--- config.mk ---
export PLATFORM = sky130hd
export DESIGN_NAME = snoop_coh_ctrl
export DESIGN_NICKNAME = d
export VERILOG_FILES = /design/src/rtl/coh_pkg.sv /design/src/rtl/coh_line_store.sv /design/src/rtl/coh_snoop_unit.sv /design/src/rtl/coh_req_unit.sv /design/src/rtl/snoop_coh_ctrl.sv
export SDC_FILE = /design/constraint.sdc
export NUM_CORES = 1
export LEC_CHECK = 0
export BUFFER_PORTS_ARGS = -buffer_cell sky130_fd_sc_hd__buf_2
export CAP_MARGIN = 20
export CORE_AREA = 2 2 114 116
export DETAILED_ROUTE_END_ITERATION = 10
export DIE_AREA = 0 0 116 118
export SLEW_MARGIN = 10
export SYNTH_ARGS = -nofsm -noshare
export SYNTH_HDL_FRONTEND = slang
export SYNTH_SLANG_ARGS = --single-unit
--- constraint.sdc ---
create_clock -name clk -period 5.05 [get_ports clk]
set_input_delay 1.01 -clock clk [delete_from_list [all_inputs] [get_ports clk]]
set_output_delay 1.01 -clock clk [all_outputs]
set_load 0.02 [all_outputs]
--- src/rtl/coh_pkg.sv ---
package coh_pkg;

  typedef enum logic [1:0] {
    ST_I = 2'd0,
    ST_S = 2'd1,
    ST_E = 2'd2,
    ST_M = 2'd3
  } line_st_t;

  typedef enum logic [1:0] {
    OP_RD  = 2'd0,
    OP_RDX = 2'd1,
    OP_INV = 2'd2,
    OP_WB  = 2'd3
  } bus_op_t;

  // State a held line moves to when another cache's transaction hits it.
  function automatic line_st_t snoop_next(line_st_t st, bus_op_t op);
    line_st_t nxt;
    case (op)
      OP_RD:          nxt = (st == ST_I) ? ST_I : ST_S;
      OP_RDX, OP_INV: nxt = ST_I;
      default:        nxt = st;
    endcase
    return nxt;
  endfunction

  // Dirty data must leave the cache before a reader or a new owner proceeds.
  function automatic logic snoop_flushes(line_st_t st, bus_op_t op);
    return (st == ST_M) && (op != OP_WB);
  endfunction

  // A local store may complete without the bus only with sole ownership.
  function automatic logic owns_line(line_st_t st);
    return (st == ST_E) || (st == ST_M);
  endfunction

endpackage

--- src/rtl/coh_line_store.sv ---
module coh_line_store
  import coh_pkg::*;
#(
  parameter int LINES  = 4,
  parameter int TAG_W  = 6,
  parameter int DATA_W = 8,
  parameter int IDX_W  = $clog2(LINES)
) (
  input  logic              clk,
  input  logic              rst_n,
  // port a: local side, read and full-line write
  input  logic [IDX_W-1:0]  a_idx,
  output line_st_t          a_st,
  output logic [TAG_W-1:0]  a_tag,
  output logic [DATA_W-1:0] a_data,
  input  logic              wa_en,
  input  line_st_t          wa_st,
  input  logic [TAG_W-1:0]  wa_tag,
  input  logic [DATA_W-1:0] wa_data,
  // port b: snoop side, read and state-only write
  input  logic [IDX_W-1:0]  b_idx,
  output line_st_t          b_st,
  output logic [TAG_W-1:0]  b_tag,
  output logic [DATA_W-1:0] b_data,
  input  logic              wb_en,
  input  line_st_t          wb_st,
  // all states, flattened two bits per line
  output logic [2*LINES-1:0] st_all
);

  line_st_t          st_q   [LINES];
  logic [TAG_W-1:0]  tag_q  [LINES];
  logic [DATA_W-1:0] data_q [LINES];
  logic [LINES-1:0]  wa_sel;
  logic [LINES-1:0]  wb_sel;

  for (genvar g = 0; g < LINES; g++) begin : g_line
    assign wa_sel[g]        = wa_en && (a_idx == IDX_W'(g));
    assign wb_sel[g]        = wb_en && (b_idx == IDX_W'(g));
    assign st_all[2*g +: 2] = st_q[g];
  end

  always_ff @(posedge clk) begin
    if (!rst_n) begin
      for (int i = 0; i < LINES; i++) begin
        st_q[i]   <= ST_I;
        tag_q[i]  <= '0;
        data_q[i] <= '0;
      end
    end else begin
      for (int i = 0; i < LINES; i++) begin
        if (wa_sel[i]) begin
          st_q[i]   <= wa_st;
          tag_q[i]  <= wa_tag;
          data_q[i] <= wa_data;
        end else if (wb_sel[i]) begin
          st_q[i]   <= wb_st;
        end
      end
    end
  end

  assign a_st   = st_q[a_idx];
  assign a_tag  = tag_q[a_idx];
  assign a_data = data_q[a_idx];
  assign b_st   = st_q[b_idx];
  assign b_tag  = tag_q[b_idx];
  assign b_data = data_q[b_idx];

endmodule

--- src/rtl/coh_snoop_unit.sv ---
module coh_snoop_unit
  import coh_pkg::*;
#(
  parameter int TAG_W  = 6,
  parameter int DATA_W = 8
) (
  input  logic              snp_valid,
  input  bus_op_t           snp_op,
  input  logic [TAG_W-1:0]  snp_tag,
  input  line_st_t          line_st,
  input  logic [TAG_W-1:0]  line_tag,
  input  logic [DATA_W-1:0] line_data,
  output logic              snp_hit,
  output logic              wr_en,
  output line_st_t          wr_st,
  output logic              flush,
  output logic [DATA_W-1:0] flush_data
);

  assign snp_hit    = snp_valid && (line_st != ST_I) && (line_tag == snp_tag);
  assign wr_en      = snp_hit && (snp_op != OP_WB);
  assign wr_st      = snoop_next(line_st, snp_op);
  assign flush      = snp_hit && snoop_flushes(line_st, snp_op);
  assign flush_data = line_data;

endmodule

--- src/rtl/coh_req_unit.sv ---
module coh_req_unit
  import coh_pkg::*;
#(
  parameter int ADDR_W = 8,
  parameter int DATA_W = 8,
  parameter int IDX_W  = 2,
  parameter int TAG_W  = ADDR_W - IDX_W
) (
  input  logic              cpu_valid,
  input  logic              cpu_write,
  input  logic [ADDR_W-1:0] cpu_addr,
  input  logic [DATA_W-1:0] cpu_wdata,
  input  logic              stall,
  input  line_st_t          line_st,
  input  logic [TAG_W-1:0]  line_tag,
  input  logic [DATA_W-1:0] line_data,
  input  logic              bus_gnt,
  input  logic [DATA_W-1:0] bus_rdata,
  output logic              loc_hit,
  output logic              bus_req,
  output bus_op_t           bus_op,
  output logic [ADDR_W-1:0] bus_addr,
  output logic [DATA_W-1:0] bus_wdata,
  output logic              done,
  output logic              done_hit,
  output logic [DATA_W-1:0] done_data,
  output logic              wr_en,
  output line_st_t          wr_st,
  output logic [TAG_W-1:0]  wr_tag,
  output logic [DATA_W-1:0] wr_data
);

  logic [IDX_W-1:0] req_idx;
  logic [TAG_W-1:0] req_tag;

  assign req_idx = cpu_addr[IDX_W-1:0];
  assign req_tag = cpu_addr[ADDR_W-1:IDX_W];
  assign loc_hit = (line_st != ST_I) && (line_tag == req_tag);

  // The action is decoded afresh every cycle from the line's current state,
  // so a snoop that changed the line while the request waited is honoured.
  always_comb begin
    bus_req   = 1'b0;
    bus_op    = OP_RD;
    bus_addr  = cpu_addr;
    bus_wdata = line_data;
    done      = 1'b0;
    done_hit  = loc_hit;
    done_data = cpu_write ? cpu_wdata : line_data;
    wr_en     = 1'b0;
    wr_st     = line_st;
    wr_tag    = line_tag;
    wr_data   = line_data;
    if (cpu_valid && !stall) begin
      if (loc_hit && (!cpu_write || owns_line(line_st))) begin
        done = 1'b1;
        if (cpu_write) begin
          wr_en   = 1'b1;
          wr_st   = ST_M;
          wr_data = cpu_wdata;
        end
      end else if (loc_hit) begin
        bus_req = 1'b1;
        bus_op  = OP_INV;
        if (bus_gnt) begin
          done    = 1'b1;
          wr_en   = 1'b1;
          wr_st   = ST_M;
          wr_data = cpu_wdata;
        end
      end else if (line_st == ST_M) begin
        bus_req  = 1'b1;
        bus_op   = OP_WB;
        bus_addr = {line_tag, req_idx};
        if (bus_gnt) begin
          wr_en = 1'b1;
          wr_st = ST_I;
        end
      end else begin
        bus_req = 1'b1;
        bus_op  = cpu_write ? OP_RDX : OP_RD;
        if (bus_gnt) begin
          done      = 1'b1;
          wr_en     = 1'b1;
          wr_tag    = req_tag;
          wr_st     = cpu_write ? ST_M : ST_E;
          wr_data   = cpu_write ? cpu_wdata : bus_rdata;
          done_data = cpu_write ? cpu_wdata : bus_rdata;
        end
      end
    end
  end

endmodule

--- src/rtl/snoop_coh_ctrl.sv ---
module snoop_coh_ctrl
  import coh_pkg::*;
#(
  parameter int ADDR_W = 8,
  parameter int DATA_W = 8,
  parameter int LINES  = 4
) (
  input  logic              clk,
  input  logic              rst_n,
  input  logic              cpu_valid,
  input  logic              cpu_write,
  input  logic [ADDR_W-1:0] cpu_addr,
  input  logic [DATA_W-1:0] cpu_wdata,
  output logic              cpu_ready,
  output logic              cpu_hit,
  output logic [DATA_W-1:0] cpu_rdata,
  output logic              bus_req,
  output logic [1:0]        bus_op,
  output logic [ADDR_W-1:0] bus_addr,
  output logic [DATA_W-1:0] bus_wdata,
  input  logic              bus_gnt,
  input  logic [DATA_W-1:0] bus_rdata,
  input  logic              snp_valid,
  input  logic [1:0]        snp_op,
  input  logic [ADDR_W-1:0] snp_addr,
  output logic              snp_flush,
  output logic [DATA_W-1:0] snp_flush_data
);

  localparam int IDX_W = $clog2(LINES);
  localparam int TAG_W = ADDR_W - IDX_W;

  // named internal events, also seen by the bound checker
  logic [IDX_W-1:0]  loc_idx;
  logic [IDX_W-1:0]  snp_idx;
  logic [TAG_W-1:0]  snp_tag;
  line_st_t          loc_st;
  logic [TAG_W-1:0]  loc_tag;
  logic [DATA_W-1:0] loc_data;
  line_st_t          s_st;
  logic [TAG_W-1:0]  s_tag;
  logic [DATA_W-1:0] s_data;
  logic [2*LINES-1:0] st_all;
  logic              snp_hit;
  logic              swr_en;
  line_st_t          swr_st;
  logic              snp_conflict;
  logic              stall;
  logic              loc_hit;
  logic              lwr_en;
  line_st_t          lwr_st;
  logic [TAG_W-1:0]  lwr_tag;
  logic [DATA_W-1:0] lwr_data;
  logic              done;
  logic              done_hit;
  logic [DATA_W-1:0] done_data;
  bus_op_t           req_op;
  logic              rsp_q;
  logic              hit_q;
  logic [DATA_W-1:0] rdata_q;

  assign loc_idx      = cpu_addr[IDX_W-1:0];
  assign snp_idx      = snp_addr[IDX_W-1:0];
  assign snp_tag      = snp_addr[ADDR_W-1:IDX_W];
  assign snp_conflict = snp_valid && (snp_idx == loc_idx);
  assign stall        = rsp_q || snp_conflict;

  coh_line_store #(
    .LINES(LINES), .TAG_W(TAG_W), .DATA_W(DATA_W), .IDX_W(IDX_W)
  ) u_store (
    .clk    (clk),
    .rst_n  (rst_n),
    .a_idx  (loc_idx),
    .a_st   (loc_st),
    .a_tag  (loc_tag),
    .a_data (loc_data),
    .wa_en  (lwr_en),
    .wa_st  (lwr_st),
    .wa_tag (lwr_tag),
    .wa_data(lwr_data),
    .b_idx  (snp_idx),
    .b_st   (s_st),
    .b_tag  (s_tag),
    .b_data (s_data),
    .wb_en  (swr_en),
    .wb_st  (swr_st),
    .st_all (st_all)
  );

  coh_snoop_unit #(.TAG_W(TAG_W), .DATA_W(DATA_W)) u_snoop (
    .snp_valid (snp_valid),
    .snp_op    (bus_op_t'(snp_op)),
    .snp_tag   (snp_tag),
    .line_st   (s_st),
    .line_tag  (s_tag),
    .line_data (s_data),
    .snp_hit   (snp_hit),
    .wr_en     (swr_en),
    .wr_st     (swr_st),
    .flush     (snp_flush),
    .flush_data(snp_flush_data)
  );

  coh_req_unit #(
    .ADDR_W(ADDR_W), .DATA_W(DATA_W), .IDX_W(IDX_W), .TAG_W(TAG_W)
  ) u_req (
    .cpu_valid(cpu_valid),
    .cpu_write(cpu_write),
    .cpu_addr (cpu_addr),
    .cpu_wdata(cpu_wdata),
    .stall    (stall),
    .line_st  (loc_st),
    .line_tag (loc_tag),
    .line_data(loc_data),
    .bus_gnt  (bus_gnt),
    .bus_rdata(bus_rdata),
    .loc_hit  (loc_hit),
    .bus_req  (bus_req),
    .bus_op   (req_op),
    .bus_addr (bus_addr),
    .bus_wdata(bus_wdata),
    .done     (done),
    .done_hit (done_hit),
    .done_data(done_data),
    .wr_en    (lwr_en),
    .wr_st    (lwr_st),
    .wr_tag   (lwr_tag),
    .wr_data  (lwr_data)
  );

  assign bus_op = req_op;

  always_ff @(posedge clk) begin
    if (!rst_n) begin
      rsp_q   <= 1'b0;
      hit_q   <= 1'b0;
      rdata_q <= '0;
    end else begin
      rsp_q <= done;
      if (done) begin
        hit_q   <= done_hit;
        rdata_q <= done_data;
      end
    end
  end

  assign cpu_ready = rsp_q;
  assign cpu_hit   = hit_q;
  assign cpu_rdata = rdata_q;

endmodule

### Word-level counts from Yosys, hierarchy flattened

Memory sizes are Yosys's and may differ from the RTL's.
Cells that the tools add are included.

* add/sub/neg operators: 0
* multiply operators: 0
* div/mod/pow operators: 0
* order comparisons: 0
* equality and inequality tests: 15
* shift operators: 0
* muxes and demuxes: 93
* bitwise gates (word level): 16
* reductions and logical operators: 29

Operators with widths (count)
* 8-bit 2-to-1 mux: 21
* 6-bit 2-to-1 mux: 9
* 1-bit 2-to-1 mux: 42
* 2-bit 2-to-1 mux: 20
* 1-bit logical AND: 17
* 2-bit equality test, second input constant: 8
* 1-bit bitwise OR: 16
* 6-bit equality test: 2
* 2-bit logical NOT: 4
* 2-bit by 1-bit equality test with 1-bit output, second input constant: 3
* 2-bit one-hot mux with 2 select lines: 1
* 2-bit nonzero test: 2
* 1-bit logical OR: 3
* 2-bit equality test: 1
* 1-bit logical NOT: 2
* 2-bit != test, second input constant: 1
* 2-bit OR reduction: 1

* register bits after elaboration: 10
* bits in latches: 0
* bits in writable memories: 64
* bits in read-only memories: 0
* input bits: 40
* output and inout bits: 38
* logic and storage cells: 159
* memories: 3

Memories
* u_store.data_q: words 4, width 8, read ports 2, clocked after Yosys merged registers in 0, wr ports 4, line coh_line_store.sv:33 `logic [DATA_W-1:0] data_q [LINES];`
* u_store.tag_q: words 4, width 6, read ports 2, clocked after Yosys merged registers in 0, wr ports 4, line coh_line_store.sv:32 `logic [TAG_W-1:0] tag_q [LINES];`
* u_store.st_q: words 4, width 2, read ports 2, clocked after Yosys merged registers in 0, wr ports 4, line coh_line_store.sv:31 `line_st_t st_q [LINES];`

### Longest topological paths before layout

An unclocked memory read counts as a cell.

* depth in word-level cells: 13
* gate-level depth with buffers: 11
* gate-level depth less buffers: 7

### Hierarchy

A second synthesis with hierarchy kept.

* cell total of the unflattened synthesis: 448
* area total of the unflattened synthesis: 5223.8 sq um

Modules (own cells, without submodules)
* coh_line_store: instances 1, cells each 213, area each 3437.0 sq um, seq. area each 1921.8 sq um
* coh_req_unit: instances 1, cells each 176, area each 1202.4 sq um, seq. area each 0.0 sq um
* snoop_coh_ctrl: instances 1, cells each 33, area each 391.6 sq um, seq. area each 200.2 sq um
* coh_snoop_unit: instances 1, cells each 26, area each 192.7 sq um, seq. area each 0.0 sq um

### Worst setup path after synthesis

Ideal clock, no wire load.

* path kind: in2reg
* start point: input cpu_addr[0]
* end point: memory u_store.data_q[2][0] (enable)
* library setup time: 404 ps
* data arrival time: 3932 ps
* required time: 4646 ps
* path slack: 714 ps
* stages: 10
* path through: buf_6 -> buf_12 -> mux4_2 -> xnor2_2 -> nand3_1 -> buf_2 -> nor3_2 -> o221a_4 -> nand2_1 -> o21ai_0

RTL lines
* from (decl): line snoop_coh_ctrl.sv:12 `input logic [ADDR_W-1:0] cpu_addr,`
* to (decl): line coh_line_store.sv:33

### Worst setup path in the final report

* start point: input cpu_addr[0]
* end point: output bus_addr[3]

* longest elaborated chain between the ends: 7

Ends and longest elaborated chain
* parallel branches: the longest is 6 deep, another holds memory read 4 x 6 bit
* 8-bit 2-to-1 mux *: line coh_req_unit.sv:54 `if (cpu_valid && !stall) begin`
* to (decl): line snoop_coh_ctrl.sv:19 `output logic [ADDR_W-1:0] bus_addr,`

Mark *: on every way between the ends.

==> results.sh <==
export IMPL_drv_slew=0
export IMPL_synth_simple_gate_area_frac=0.170
export IMPL_power_density_nw_per_um2=316
export IMPL_postCtsSetupBuffers=0
export IMPL_max_stage_delay_ns=0.68
export IMPL_dpl_hpwl_mm=9.91
export IMPL_grt_max_degree=34
export IMPL_port_buffers=77
export IMPL_arrival_ns=3.79
export IMPL_finalWirelength_mm=13.7
export IMPL_worst_pin_slew_ns=0.661
export IMPL_syn_nets=454
export IMPL_fin_crit_sh=0.950
export IMPL_ys_warn_count=0
export IMPL_critical_path_required_ns=4.04
export IMPL_yosys_top_cells_area="edfxtp_1, mux4_2, dfxtp_1, mux2i_1, nor2_1"
export IMPL_nets=525
export IMPL_antenna_found_initial=1
export IMPL_final_cells=663
export IMPL_viasPerCell=5.83
export IMPL_crit_fanout=11
export IMPL_cts_tree="built"
export IMPL_numClockSinks=74
export IMPL_synth_top_area_share=0.396
export IMPL_ant_nets=0
export IMPL_clockBufferDepth=2
export IMPL_yosysTopAreaCell="edfxtp_1"
export IMPL_cp_num_buf_inv=2
export IMPL_final_common_cell="buf_2"
export IMPL_drive_gt1_frac=0.320
export IMPL_row_count=41
export IMPL_layout_common_cells="buf_2, edfxtp_1, nor2_1"
export IMPL_start_kind="input port"
export IMPL_num_vias=3866
export IMPL_critical_path_class="input port to primary output"
export IMPL_ys_ff_latch=74
export IMPL_run_status="complete, no violations"
export IMPL_place_inst=646
export IMPL_r2r_end="u_store.data_q[0][2]"
export IMPL_cpMostUsedCell="buf_2"
export IMPL_crit_chain="buf_2 -> mux4_1 -> xnor2_2 -> nand3_1 -> nor2_1 -> or3_1 -> mux2_2 -> buf_2"
export IMPL_synth_edff_count=64
export IMPL_r2r_slack_ns=1.53
export IMPL_cp_end_kind="primary output"
export IMPL_slew_headroom=0.557
export IMPL_postSynthAreaPerCell_um2=11.7
export IMPL_synth_compound_area_frac=0.122
export IMPL_fin_crit_ns=4.80
export IMPL_worst_r2r_cell_count=8
export IMPL_dieArea_um2=13700
export IMPL_grt_pass1_wl_mm=21.0
export IMPL_cp_startpoint="cpu_addr[0]"
export IMPL_die_w_um=116
export IMPL_ir_worst_vdd_uv=173
export IMPL_overflow=0
export IMPL_drt_iter0_drc=343
export IMPL_hold_viol_final=0
export IMPL_crit_family="multiplexers"
export IMPL_r2r_start="u_store.tag_q[2][5]"
export IMPL_io_pins=78
export IMPL_synth_top_flop_cell="edfxtp_1"
export IMPL_ys_seq_area_frac=0.438
export IMPL_syn_area_um2=4850
export IMPL_ys_types=55
export IMPL_synthMuxAreaShare=0.196
export IMPL_clk_pin_slew_ns=0.06
export IMPL_fin_worst_skew_ns=0.00868
export IMPL_gp_congestion=0.860
export IMPL_synthesis_instances=414
export IMPL_htree_levels=3
export IMPL_clk_root_buffer_cell="clkbuf_16"
export IMPL_setup_violations=0
export IMPL_drv_cap=0
export IMPL_clkLatencyLatePin_ns=0.34
export IMPL_hp_class="register to register"
export IMPL_fmax_mhz=208
export IMPL_rsz0062_at_grt="false"
export IMPL_dr_pass1_iters=5
export IMPL_finalSetupTns_ns=0
export IMPL_area_growth_pct=18.1
export IMPL_leakage_nw=2.11
export IMPL_cts_hold_buf=0
export IMPL_drc=0
export IMPL_numCtsBuffers=9
export IMPL_async_flop_share=0
export IMPL_wl_per_cell_um=20.6
export IMPL_start_util=0.390
export IMPL_synth_adder_area_share=0
export IMPL_critical_path_depth=8
export IMPL_cp_slowest_cell="mux4_1"
export IMPL_core_um2=12400
export IMPL_endpoint="bus_addr[3]"
export IMPL_cts_resized=0
export IMPL_global_route_usage_total=0.204
export IMPL_die_h_um=118
export IMPL_synth_top_family_by_area="multiplexers"
export IMPL_synthXorXnorAreaFrac=0.0336
export IMPL_grt_pass1_vias=3763
==> worst min-delay path by stage <==
stage                       startpoint      endpoint  slack, ns  cells after the start
after global placement    cpu_rdata[0]  cpu_rdata[0]       0.44                      1
after floorplan           cpu_rdata[2]  cpu_rdata[2]       0.59                      1
after detailed placement  cpu_rdata[5]  cpu_rdata[5]       0.46                      1
final                     cpu_rdata[5]  cpu_rdata[5]       0.47                      1
after global routing      cpu_rdata[6]  cpu_rdata[6]       0.48                      1
after CTS                 cpu_rdata[5]  cpu_rdata[5]       0.47                      1
==> logic make-up (layout without fill, tap and decap cells) <==
| kind of cell | after synthesis | count (layout) |
|---|---|---|
| buf+inv | 39 | 115 |
| mux | 54 | 54 |
| flops | 74 | 74 |
| compound gates | 78 | 78 |
| other cells | 0 | 1 |
| simple gates | 153 | 153 |
| xor+xnor | 16 | 16 |
==> cells in the mapped netlist (5+ instances only) <==
cell type / n
dfxtp_1: 10
mux4_2: 31
o211ai_1: 5
clkbuf_1: 14
o21ai_0: 14
nor2b_1: 21
inv_1: 9
and2_1: 13
nand4_1: 5
a222oi_1: 6
mux2_2: 6
nor2_1: 41
nand2b_1: 14
a2111oi_0: 7
o32ai_1: 5
buf_4: 5
edfxtp_1: 64
a31oi_1: 6
nand2_1: 32
nand3_1: 8
mux2i_1: 16
buf_2: 7
nor3_1: 6
xnor2_1: 12
a32o_1: 7
a21oi_1: 11
==> worst register-to-register path, cell delays in order (launching register included) <==
cell and delay [ns]:
edfxtp_1 0.39, mux4_1 0.58, xnor2_2 0.25, nand3_1 0.37, nor3_2 0.25, o221a_4 0.31, nand2_1 0.20, o21ai_1 0.58
buf_4 0.29
==> routing by layer <==
metal	routed length (um)	track usage
met1	5640	0.273
met2	6840	0.332
met3	940	0.0340
met4	263	0.0729
met5	0	0
==> power by group <==
part | switching [mW] | internal [mW]
Combinational | 0.214 | 0.137
Clock | 0.265 | 0.483
Sequential | 0.0154 | 0.695
Total | 0.494 | 1.31
==> per-stage QoR <==
stage          utilization  total power [mW]  hold slack (ns)  setup WS, ns  area (um^2)
3_5_place_dp         0.433              1.07            0.455         0.236         5380
6_report             0.461              1.81            0.469         0.252         5730
5_1_grt              0.461              1.86            0.478        0.0813         5720
4_1_cts              0.461              1.81            0.469         0.211         5720
3_3_place_gp         0.433              1.06            0.442         0.318         5380
2_1_floorplan            -             0.959            0.594         0.714         4850
==> layout make-up <==
cell class / count / area, um^2
Multi-Input combinational cell: 301 / 2530
Timing Repair Buffer: 90 / 483
Tap cell: 172 / 215
Clock buffer: 9 / 225
Antenna cell: 1 / 2.50
Inverter: 9 / 33.8
Fill cell: 1182 / 6690
Clock inverter: 7 / 116
Sequential cell: 74 / 2120
==> registers in the layout, summed over array words and instances (netlist names) <==
name            flops
cpu_hit             1
cpu_rdata           8
cpu_ready           1
u_store.data_q     32
u_store.st_q        8
u_store.tag_q      24
Note: power is estimated with default switching activity, not from simulation.
